[src/rtl/omega_pkg.sv]
package omega_pkg;
  typedef enum logic [1:0] {
    SW_STRAIGHT = 2'd0,
    SW_CROSS    = 2'd1,
    SW_UP_BCAST = 2'd2,
    SW_LO_BCAST = 2'd3
  } sw_mode_e;

  // inverse of the perfect shuffle: line q of a stage is fed by line rotr(q)
  function automatic int unsigned shuffle_from(int unsigned q, int unsigned bits);
    return (q >> 1) | ((q & 1) << (bits - 1));
  endfunction
endpackage

[src/rtl/omega_admit.sv]
module omega_admit #(
  parameter int N = 8
) (
  input  logic [N-1:0] req_vld,
  input  logic [N-1:0] req_bc,
  output logic [N-1:0] adm_vld,
  output logic [N-1:0] adm_bc,
  output logic [N-1:0] rej
);
  logic solo;

  // a broadcast claims every link, so it may enter only when alone
  assign solo    = ($countones(req_vld) == 1);
  assign rej     = req_vld & req_bc & {N{~solo}};
  assign adm_vld = req_vld & ~rej;
  assign adm_bc  = req_vld & req_bc & {N{solo}};
endmodule

[src/rtl/omega_switch.sv]
module omega_switch
  import omega_pkg::*;
#(
  parameter int LOGN = 3,
  parameter int W    = 16,
  parameter int BIT  = 2
) (
  input  logic            a_vld,
  input  logic            a_bc,
  input  logic [LOGN-1:0] a_dst,
  input  logic [LOGN-1:0] a_src,
  input  logic [W-1:0]    a_dat,
  input  logic            b_vld,
  input  logic            b_bc,
  input  logic [LOGN-1:0] b_dst,
  input  logic [LOGN-1:0] b_src,
  input  logic [W-1:0]    b_dat,
  output logic            u_vld,
  output logic            u_bc,
  output logic [LOGN-1:0] u_dst,
  output logic [LOGN-1:0] u_src,
  output logic [W-1:0]    u_dat,
  output logic            l_vld,
  output logic            l_bc,
  output logic [LOGN-1:0] l_dst,
  output logic [LOGN-1:0] l_src,
  output logic [W-1:0]    l_dat,
  output logic            a_lost,
  output logic            b_lost
);
  sw_mode_e mode;
  logic     pass_a, pass_b;

  always_comb begin
    a_lost = 1'b0;
    b_lost = 1'b0;
    pass_a = a_vld;
    pass_b = b_vld;
    mode   = SW_STRAIGHT;
    if (a_vld && a_bc) begin
      mode   = SW_UP_BCAST;
      b_lost = b_vld;
      pass_b = 1'b0;
    end else if (b_vld && b_bc) begin
      mode   = SW_LO_BCAST;
      a_lost = a_vld;
      pass_a = 1'b0;
    end else begin
      if (a_vld && b_vld && (a_dst[BIT] == b_dst[BIT])) begin
        if (a_src < b_src) begin
          b_lost = 1'b1;
          pass_b = 1'b0;
        end else begin
          a_lost = 1'b1;
          pass_a = 1'b0;
        end
      end
      if (pass_a)      mode = a_dst[BIT] ? SW_CROSS : SW_STRAIGHT;
      else if (pass_b) mode = b_dst[BIT] ? SW_STRAIGHT : SW_CROSS;
    end
  end

  always_comb begin
    unique case (mode)
      SW_CROSS: begin
        u_vld = pass_b; u_bc = b_bc; u_dst = b_dst; u_src = b_src; u_dat = b_dat;
        l_vld = pass_a; l_bc = a_bc; l_dst = a_dst; l_src = a_src; l_dat = a_dat;
      end
      SW_UP_BCAST: begin
        u_vld = pass_a; u_bc = a_bc; u_dst = a_dst; u_src = a_src; u_dat = a_dat;
        l_vld = pass_a; l_bc = a_bc; l_dst = a_dst; l_src = a_src; l_dat = a_dat;
      end
      SW_LO_BCAST: begin
        u_vld = pass_b; u_bc = b_bc; u_dst = b_dst; u_src = b_src; u_dat = b_dat;
        l_vld = pass_b; l_bc = b_bc; l_dst = b_dst; l_src = b_src; l_dat = b_dat;
      end
      default: begin
        u_vld = pass_a; u_bc = a_bc; u_dst = a_dst; u_src = a_src; u_dat = a_dat;
        l_vld = pass_b; l_bc = b_bc; l_dst = b_dst; l_src = b_src; l_dat = b_dat;
      end
    endcase
  end
endmodule

[src/rtl/omega_stage.sv]
module omega_stage
  import omega_pkg::*;
#(
  parameter int N    = 8,
  parameter int LOGN = 3,
  parameter int W    = 16,
  parameter int STG  = 0
) (
  input  logic [N-1:0]           i_vld,
  input  logic [N-1:0]           i_bc,
  input  logic [N-1:0][LOGN-1:0] i_dst,
  input  logic [N-1:0][LOGN-1:0] i_src,
  input  logic [N-1:0][W-1:0]    i_dat,
  output logic [N-1:0]           o_vld,
  output logic [N-1:0]           o_bc,
  output logic [N-1:0][LOGN-1:0] o_dst,
  output logic [N-1:0][LOGN-1:0] o_src,
  output logic [N-1:0][W-1:0]    o_dat,
  output logic [N-1:0]           blk
);
  localparam int HALF = N / 2;
  localparam int BIT  = LOGN - 1 - STG;

  logic [N-1:0]           s_vld, s_bc;
  logic [N-1:0][LOGN-1:0] s_dst, s_src;
  logic [N-1:0][W-1:0]    s_dat;
  logic [HALF-1:0]        lost_a, lost_b;

  for (genvar q = 0; q < N; q++) begin : g_shuf
    localparam int FROM = shuffle_from(q, LOGN);
    assign s_vld[q] = i_vld[FROM];
    assign s_bc[q]  = i_bc[FROM];
    assign s_dst[q] = i_dst[FROM];
    assign s_src[q] = i_src[FROM];
    assign s_dat[q] = i_dat[FROM];
  end

  for (genvar j = 0; j < HALF; j++) begin : g_sw
    omega_switch #(.LOGN(LOGN), .W(W), .BIT(BIT)) u_sw (
      .a_vld (s_vld[2*j]),   .a_bc (s_bc[2*j]),   .a_dst (s_dst[2*j]),
      .a_src (s_src[2*j]),   .a_dat (s_dat[2*j]),
      .b_vld (s_vld[2*j+1]), .b_bc (s_bc[2*j+1]), .b_dst (s_dst[2*j+1]),
      .b_src (s_src[2*j+1]), .b_dat (s_dat[2*j+1]),
      .u_vld (o_vld[2*j]),   .u_bc (o_bc[2*j]),   .u_dst (o_dst[2*j]),
      .u_src (o_src[2*j]),   .u_dat (o_dat[2*j]),
      .l_vld (o_vld[2*j+1]), .l_bc (o_bc[2*j+1]), .l_dst (o_dst[2*j+1]),
      .l_src (o_src[2*j+1]), .l_dat (o_dat[2*j+1]),
      .a_lost(lost_a[j]),    .b_lost(lost_b[j])
    );
  end

  // losers are reported against their input port, carried as the source tag
  always_comb begin
    blk = '0;
    for (int j = 0; j < HALF; j++) begin
      if (lost_a[j]) blk[s_src[2*j]]   = 1'b1;
      if (lost_b[j]) blk[s_src[2*j+1]] = 1'b1;
    end
  end
endmodule

[src/rtl/omega_fabric.sv]
module omega_fabric #(
  parameter  int N    = 8,
  parameter  int W    = 16,
  localparam int LOGN = $clog2(N)
) (
  input  logic                   clk,
  input  logic                   rst,
  input  logic [N-1:0]           in_valid,
  input  logic [N-1:0]           in_bcast,
  input  logic [N-1:0][LOGN-1:0] in_dest,
  input  logic [N-1:0][W-1:0]    in_data,
  output logic [N-1:0]           out_valid,
  output logic [N-1:0][W-1:0]    out_data,
  output logic [N-1:0][LOGN-1:0] out_src,
  output logic [N-1:0]           blocked
);
  localparam int STAGES = LOGN;

  logic [N-1:0]           ln_vld [0:STAGES];
  logic [N-1:0]           ln_bc  [0:STAGES];
  logic [N-1:0][LOGN-1:0] ln_dst [0:STAGES];
  logic [N-1:0][LOGN-1:0] ln_src [0:STAGES];
  logic [N-1:0][W-1:0]    ln_dat [0:STAGES];
  logic [N-1:0]           blk_acc[0:STAGES];
  logic [N-1:0]           stg_blk[0:STAGES-1];
  logic [N-1:0]           ingress_rej;

  omega_admit #(.N(N)) u_admit (
    .req_vld(in_valid),
    .req_bc (in_bcast),
    .adm_vld(ln_vld[0]),
    .adm_bc (ln_bc[0]),
    .rej    (ingress_rej)
  );

  assign ln_dst[0]  = in_dest;
  assign ln_dat[0]  = in_data;
  assign blk_acc[0] = ingress_rej;

  for (genvar i = 0; i < N; i++) begin : g_tag
    assign ln_src[0][i] = LOGN'(i);
  end

  for (genvar k = 0; k < STAGES; k++) begin : g_stage
    omega_stage #(.N(N), .LOGN(LOGN), .W(W), .STG(k)) u_stage (
      .i_vld(ln_vld[k]),   .i_bc(ln_bc[k]),   .i_dst(ln_dst[k]),
      .i_src(ln_src[k]),   .i_dat(ln_dat[k]),
      .o_vld(ln_vld[k+1]), .o_bc(ln_bc[k+1]), .o_dst(ln_dst[k+1]),
      .o_src(ln_src[k+1]), .o_dat(ln_dat[k+1]),
      .blk  (stg_blk[k])
    );
    assign blk_acc[k+1] = blk_acc[k] | stg_blk[k];
  end

  always_ff @(posedge clk) begin
    if (rst) begin
      out_valid <= '0;
      out_data  <= '0;
      out_src   <= '0;
      blocked   <= '0;
    end else begin
      out_valid <= ln_vld[STAGES];
      blocked   <= blk_acc[STAGES];
      for (int p = 0; p < N; p++) begin
        out_data[p] <= ln_vld[STAGES][p] ? ln_dat[STAGES][p] : '0;
        out_src[p]  <= ln_vld[STAGES][p] ? ln_src[STAGES][p] : '0;
      end
    end
  end
endmodule

[config.mk]
export PLATFORM = sky130hd
export DESIGN_NAME = omega_fabric
export DESIGN_NICKNAME = d
export VERILOG_FILES = /design/src/rtl/omega_pkg.sv /design/src/rtl/omega_admit.sv /design/src/rtl/omega_switch.sv /design/src/rtl/omega_stage.sv /design/src/rtl/omega_fabric.sv
export SDC_FILE = /design/constraint.sdc
export NUM_CORES = 1
export LEC_CHECK = 0
export CAP_MARGIN = 40
export CORE_MARGIN = 5
export CORE_UTILIZATION = 50
export DETAILED_ROUTE_END_ITERATION = 6
export DONT_BUFFER_PORTS = 1
export SLEW_MARGIN = 20
export SYNTH_ARGS = -nofsm -noshare
export SYNTH_HDL_FRONTEND = slang
export SYNTH_SLANG_ARGS = --single-unit
[constraint.sdc]
create_clock -name clk -period 10.08 [get_ports clk]
set_input_delay 1.512 -clock clk [delete_from_list [all_inputs] [get_ports clk]]
set_output_delay 1.512 -clock clk [all_outputs]
set_load 0.005 [all_outputs]
Yosys cells after proc, flatten, opt, wreduce, memory -nomap -nowiden
Index checks and enable logic that the tools add are counted.
{ "totals": {"regBits": 168, "in_bits": 170, "out_inout_bits": 168, "elab_cells": 689} }
{ "classes": {"addsub": 7, "n_lt_le_gt_ge": 40, "eq_ne": 49, "mux": 448, "bitwise": 31, "n_reduce_logical": 96} }
{ "ops": {"columns": ["cell", "count"], "rows": [
  ["2-to-1 mux 16 bit", 24],
  ["2-to-1 mux 1 bit", 329],
  ["2-to-1 mux 8 bit", 17],
  ["OR 8 bit", 17],
  ["adder 32 bit", 3],
  ["2-to-1 mux 3 bit", 25],
  ["2-to-1 mux 2 bit", 33],
  ["logical AND 1 bit", 64],
  ["less-than comparator 3 x 4 -> 1 bit (second input constant)", 16],
  ["OR reduction 2 bit", 32],
  ["demux 1 bit (select 3 bit)", 16],
  ["equality test 2 bit (second input constant)", 24],
  [">= comparator 3 x 1 -> 1 bit (second input constant)", 16],
  ["AND 8 bit", 4],
  ["equality test 32 x 2 -> 1 bit (second input constant)", 1],
  ["equality test 2 x 1 -> 1 bit (second input constant)", 12],
  ["less-than comparator 3 bit", 8],
  ["equality test 1 bit", 12],
  ["NOT 1 bit", 9],
  ["adder 1 x 1 -> 2 bit", 4],
  ["NOT 8 bit", 1],
  ["2-to-1 mux 7 bit", 1],
  ["2-to-1 mux 6 bit", 1],
  ["2-to-1 mux 5 bit", 1],
  ["2-to-1 mux 4 bit", 1]
]} }

Logic depth before layout (Yosys ltp)
{ "depth": {"word_depth": 53, "ltp_mapped": 29, "mapped_depth_nobuf": 24} }

By module
A second synthesis with hierarchy kept.
{ "unflattened": {"hier_cells": 1875, "hier_area_um2": 17434.2} }
{ "modules_own_cells": {"columns": ["mod", "instances", "cells_per_inst", "area_per_inst_um2", "seq_area_each_um2"], "rows": [
  ["omega_switch (g_stage[0].u_stage.g_sw[0].u_sw ...)", 9, 95, 843.3, 0.0],
  ["omega_fabric", 1, 363, 4536.9, 3363.2],
  ["omega_switch (g_stage[2].u_stage.g_sw[1].u_sw ...)", 3, 95, 957.2, 0.0],
  ["omega_stage (g_stage[2].u_stage)", 1, 100, 634.4, 0.0],
  ["omega_stage (g_stage[1].u_stage)", 1, 101, 620.6, 0.0],
  ["omega_stage (g_stage[0].u_stage)", 1, 92, 618.1, 0.0],
  ["omega_admit", 1, 79, 563.0, 0.0]
]} }

Worst setup path after synthesis
No wires, ideal clock.
{ "synth_path": {"path_kind": "input to register", "startpoint": "input port in_valid[6]", "endpoint": "register out_src[16] (netlist bit)", "setup_time_ns": 0.065, "arrival_ns": 8.086, "required_time_ns": 10.015, "setup_slack_ns": 1.929, "path_stages": 26, "cell_sequence": "ha_1 -> fa_1 -> inv_1 -> fa_1 -> inv_1 -> ha_1 -> fa_1 -> or4b_1 -> buf_2 -> and4_4 -> a311o_2 -> o2111a_1 -> or2_1 -> a211o_1 -> nand2_1 -> buf_1 -> a21oi_1 -> ha_1 -> inv_1 -> a211oi_2 -> nor2_1 -> o32a_1 -> o21ai_1 -> buf_4 -> mux2_2 -> nor2_1"} }
{ "synth_between": {"elab_chain_len": 46, "word_cells_on_any_way": 199, "classes_between": "3 x add/sub; 3 x order compare; 18 x eq/ne; 132 x mux; 7 x bitwise; 36 x reduce/logical"} }
{ "synth_lines": {"columns": ["element", "line", "text"], "rows": [
  ["start, declared", "omega_fabric.sv:8", "input logic [N-1:0] in_valid,"],
  ["adder 1 x 1 -> 2 bit (implied by the code)", "omega_admit.sv:13", "assign solo = ($countones(req_vld) == 1);"],
  ["adder 32 bit (implied by the code) (2 in series)", "omega_admit.sv:13", null],
  ["equality test 32 x 2 -> 1 bit", "omega_admit.sv:13", null],
  ["NOT 1 bit", "omega_admit.sv:14", "assign rej = req_vld & req_bc & {N{~solo}};"],
  ["AND 8 bit", "omega_admit.sv:14", null],
  ["NOT 8 bit", "omega_admit.sv:15", "assign adm_vld = req_vld & ~rej;"],
  ["AND 8 bit", "omega_admit.sv:15", null],
  ["logical AND 1 bit (2 in series)", "omega_switch.sv:49", "if (a_vld && b_vld && (a_dst[BIT] == b_dst[BIT])) begin"],
  ["(+28 left out)", null, null],
  ["2-to-1 mux 1 bit", "omega_switch.sv:58", "if (pass_a) mode = a_dst[BIT] ? SW_CROSS : SW_STRAIGHT;"],
  ["2-to-1 mux 2 bit", "omega_switch.sv:44", "end else if (b_vld && b_bc) begin"],
  ["2-to-1 mux 2 bit", "omega_switch.sv:40", "if (a_vld && a_bc) begin"],
  ["equality test 2 bit / equality test 2 x 1 -> 1 bit (equally long branches)", "omega_switch.sv:64", "unique case (mode)"],
  ["OR reduction 2 bit (no source line)", null, null],
  ["2-to-1 mux 1 bit", "omega_switch.sv:64", null],
  ["NOT 1 bit (no source line)", null, null],
  ["OR reduction 2 bit (no source line)", null, null],
  ["end signal, assigned by index", "omega_fabric.sv:66", "out_src[p] <= ln_vld[STAGES][p] ? ln_src[STAGES][p] : '0;"],
  ["end, declared", "omega_fabric.sv:14", "output logic [N-1:0][LOGN-1:0] out_src,"]
]} }
Several ways; a longest one is shown, not always the timed one. The select of a mux whose other input is x is not followed.
A chain may end at the register's enable or synchronous reset.

Worst setup path in the final report
{ "layout_path": {"startpoint": "input port in_valid[6]", "endpoint": "register out_data[89] (netlist bit)"} }
{ "layout_between": {"elab_chain_len": 46, "word_cells_on_any_way": 205, "classes_between": "3 x add/sub; 3 x order compare; 18 x eq/ne; 138 x mux; 7 x bitwise; 36 x reduce/logical"} }
{ "layout_lines": {"columns": ["element", "line", "text"], "rows": [
  ["adder 1 x 1 -> 2 bit (implied by the code)", "omega_admit.sv:13", null],
  ["adder 32 bit (implied by the code) (2 in series)", "omega_admit.sv:13", null],
  ["equality test 32 x 2 -> 1 bit", "omega_admit.sv:13", null],
  ["NOT 1 bit", "omega_admit.sv:14", null],
  ["AND 8 bit", "omega_admit.sv:14", null],
  ["NOT 8 bit", "omega_admit.sv:15", null],
  ["AND 8 bit", "omega_admit.sv:15", null],
  ["logical AND 1 bit (2 in series)", "omega_switch.sv:49", null],
  ["(+28 left out)", null, null],
  ["2-to-1 mux 1 bit", "omega_switch.sv:58", null],
  ["2-to-1 mux 2 bit", "omega_switch.sv:44", null],
  ["2-to-1 mux 2 bit", "omega_switch.sv:40", null],
  ["equality test 2 bit / equality test 2 x 1 -> 1 bit (equally long branches)", "omega_switch.sv:64", null],
  ["OR reduction 2 bit (no source line)", null, null],
  ["2-to-1 mux 1 bit", "omega_switch.sv:64", null],
  ["NOT 1 bit (no source line)", null, null],
  ["OR reduction 2 bit (no source line)", null, null],
  ["end signal, assigned by index", "omega_fabric.sv:65", "out_data[p] <= ln_vld[STAGES][p] ? ln_dat[STAGES][p] : '0;"],
  ["end, declared", "omega_fabric.sv:13", "output logic [N-1:0][W-1:0] out_data,"]
]} }
Several ways; a longest one is shown, not always the timed one. The select of a mux whose other input is x is not followed.

==> metrics.md <==
| Metric | Value |
|---|---|
| Crit path buf inv count | 5 |
| Ys flop type | dfxtp_1 |
| Sinks on Clock Net | 168 |
| Layout area overhead | 8.325% |
| Mapped cell area | 0.01202 mm^2 |
| Critical path required time | 10380 ps |
| Starting Density | 0.5107 |
| CP max-delay cell | or4b_1 |
| Die H | 165.1 um |
| Hold Startpoint | rst |
| Clock Tree Buf Depth | 2 |
| Post-synthesis sequential element count | 168 |
| Post-CTS Resized | 0 |
| Avg Inst Size Synth | 8.510 um^2 |
| Initial antenna violation count | 0 |
| Fin nets | 1554 |
| Startpoint types | input pin |
| Largest net degree at the start of global routing | 87 |
| H-tree depth | 4 |
| Least-Margin Pin Slew | 870.1 ps |
| Slew Limit Fails | 0 |
| Number of inserted diodes | 0 |
| Cell taking the most area after synthesis | dfxtp_1 |
| CP delay by family, top | compound AO/OA/AOI/OAI gates |
| CTS tree | built |
| Endpoints failing hold | 0 |
| Dpl cell area | 0.01235 mm^2 |
| Post-CTS setup buffer count | 0 |
| IO Pins | 338 |
| Drt first pass iters | 5 |
| Final setup violating endpoints | 0 |
| Fin crit period | 8725 ps |
| Final instance area | 0.01303 mm^2 |
| DIE AREA | 0.02725 mm^2 |
| Internal cell power | 2.331 mW |
| Non-Filler Instances | 1703 |
| Clock power frac | 0.148 |
| Period utilisation layout | 0.8656 |
| Yosys warns | 0 |
| Die W | 165.1 um |
| Total routing usage reported by global routing | 0.3308 |
| Sequential fraction of the synthesis area | 0.2797 |
| Largest cells by area after synthesis | dfxtp_1 28%, mux2i_1 28%, a21oi_1 4.5% |
| Comb pwr share | 0.651 |
| Ys async rst share | 0 |
| Initial DRC count | 1357 |
| Total gr overflow | 0 |
| CTS Hold Bufs | 0 |
| P_leak | 5.705 nW |
| NetSw | 2.512 mW |
| Seq pwr share | 0.201 |
| Critical path fanouts, max | 21 |
| Number of synthesized flops with an enable pin | 0 |
| Post-synth top cells | 336 x mux2i_1, 168 x dfxtp_1, 113 x nor2_1 |
| CP peak stage delay | 750 ps |
| Total negative setup slack | 0 ps |
| Setup Slack @ Placement | 978.4 ps |
| Post-synthesis cell type count | 92 |
| Slew margin rel. | 0.4199 |
| Placed insts | 1669 |
| Syn nets | 1596 |
| Detail Route Antenna Nets | 0 |
| WL/cell | 28.17 um |
| Core area | 0.02354 mm^2 |
| Detailed placement HPWL | 36570 um |
| Vias in the first global route | 10370 |
| Critical setup path kind | input pin to flip-flop |
| Layout cells sized above 1 | 0.1033 |
| First-pass GRT wire length | 68240 um |
| Fmax | 114.6 MHz |
| RSZ-0062 raised after global routing | no |
| I/O Buffers | 0 |
| DRC | 0 |
| Vias | 11440 |
| FILL cells | 2198 |
| Maxcap violations | 0 |
| Final Wtd Congestion | 0.9641 |
| Hold WC Path Type | input pin to flip-flop |
| CP Data Arrival Time | 9020 ps |
| Synth top area share | 0.2797 |
| Clock Pin Slew Worst Setup and Hold Paths | 90 ps |
| # rows | 56 |
| Status | finished, final reports clean |
| Final-layout worst hold slack | 1156 ps |
| Drt via density | 6.718 |
| Switching share of power | 0.5187 |
| Num CTS Buffers | 17 |
| Worst setup EP type | flip-flop |
| Most common cell in the netlist | mux2i_1 |
| Max VDD drop | 267.8 uV |
| Worst setup margin | 1355 ps |
| Drt total wl | 47970 um |
| Critical path launch point | in_valid[6] |
| CTS root buffer | clkbuf_16 |
| Power Dens Cells | 371.8 mW/mm^2 |
| Cell count after synthesis | 1413 |
area by class of cell:
| class | instances | area (um^2) | share of cell area |
|---|---|---|---|
| multi-input cells | 1106 | 8137 | 0.6247 |
| repair buffers | 43 | 357.8 | 0.02747 |
| flip-flops and latches | 168 | 3363 | 0.2582 |
| well taps | 319 | 399.1 | 0.03064 |
| clock buffers | 17 | 425.4 | 0.03266 |
| clock inverters | 15 | 211.5 | 0.01623 |
| inverters | 35 | 131.4 | 0.01009 |
layer usage:
metal  wire, um  global-route usage  up-vias
li1           -                   -     5182
met1      20030              0.4728     5448
met2      20400              0.4749      741
met3       6479              0.1209       69
met4       1060             0.07448        0
met5          0                   0        -
final timing paths:
check,to,slack [ps],cells after the start
max,out_data[89],1360,26
min,blocked[4],1160,1
stage by stage:
step | utilization | total power, mW
global placement | 0.5231 | 3.996
global route | 0.5533 | 5.099
floorplan | - | 3.232
CTS | 0.5514 | 4.740
finish | 0.5533 | 4.843
detailed placement | 0.5244 | 4.018
registers in the layout, indices dropped and copies added (netlist names):
signal	flops
out_src	24
blocked	8
out_valid	8
out_data	128
cells by family (layout without fill, tap and decap cells):
group | count (synthesis) | after routing | share of synthesized area
AOI/OAI and AO/OA | 372 | 372 | 0.2117
xor gates and xnor gates | 13 | 13 | 0.01009
adders and majority gates | 13 | 13 | 0.01603
buffers and inverters | 139 | 110 | 0.04984
DFF | 168 | 168 | 0.2797
muxes | 344 | 344 | 0.2877
and+or+nand+nor | 364 | 364 | 0.1450
layout by cell type (no fill, tap or decap), drive strengths merged, types with 5 or more instances in the layout:
cell type and n:
a2111oi 6, ha 9, mux2i 337, a31oi 12, a21o 5, clkinv 5
inv 45, a221oi 6, nand4 9, a31o 5, o211ai 10, clkbuf 17
or3 11, o21ai 115, nor3 22, o221ai 7, nand2 64, nand2b 5
and2 12, a211o 8, mux2 7, and3 12, o31ai 11, a21oi 111
a311oi 11, xnor2 7, dfxtp 168, buf 43, nand3 91, nor2 114
a211oi 12, xor2 6, a21boi 5
power by group through the flow:
stage | Sequential [mW] | Combinational, mW | Clock (mW)
6_report | 0.975 | 3.15 | 0.717
5_1_grt | 0.991 | 3.36 | 0.751
4_1_cts | 0.977 | 3.04 | 0.720
3_3_place_gp | 0.992 | 3.00 | 0
3_5_place_dp | 0.988 | 3.03 | 0
2_1_floorplan | 0.936 | 2.30 | 0
Power figures use the tool's default switching activity.
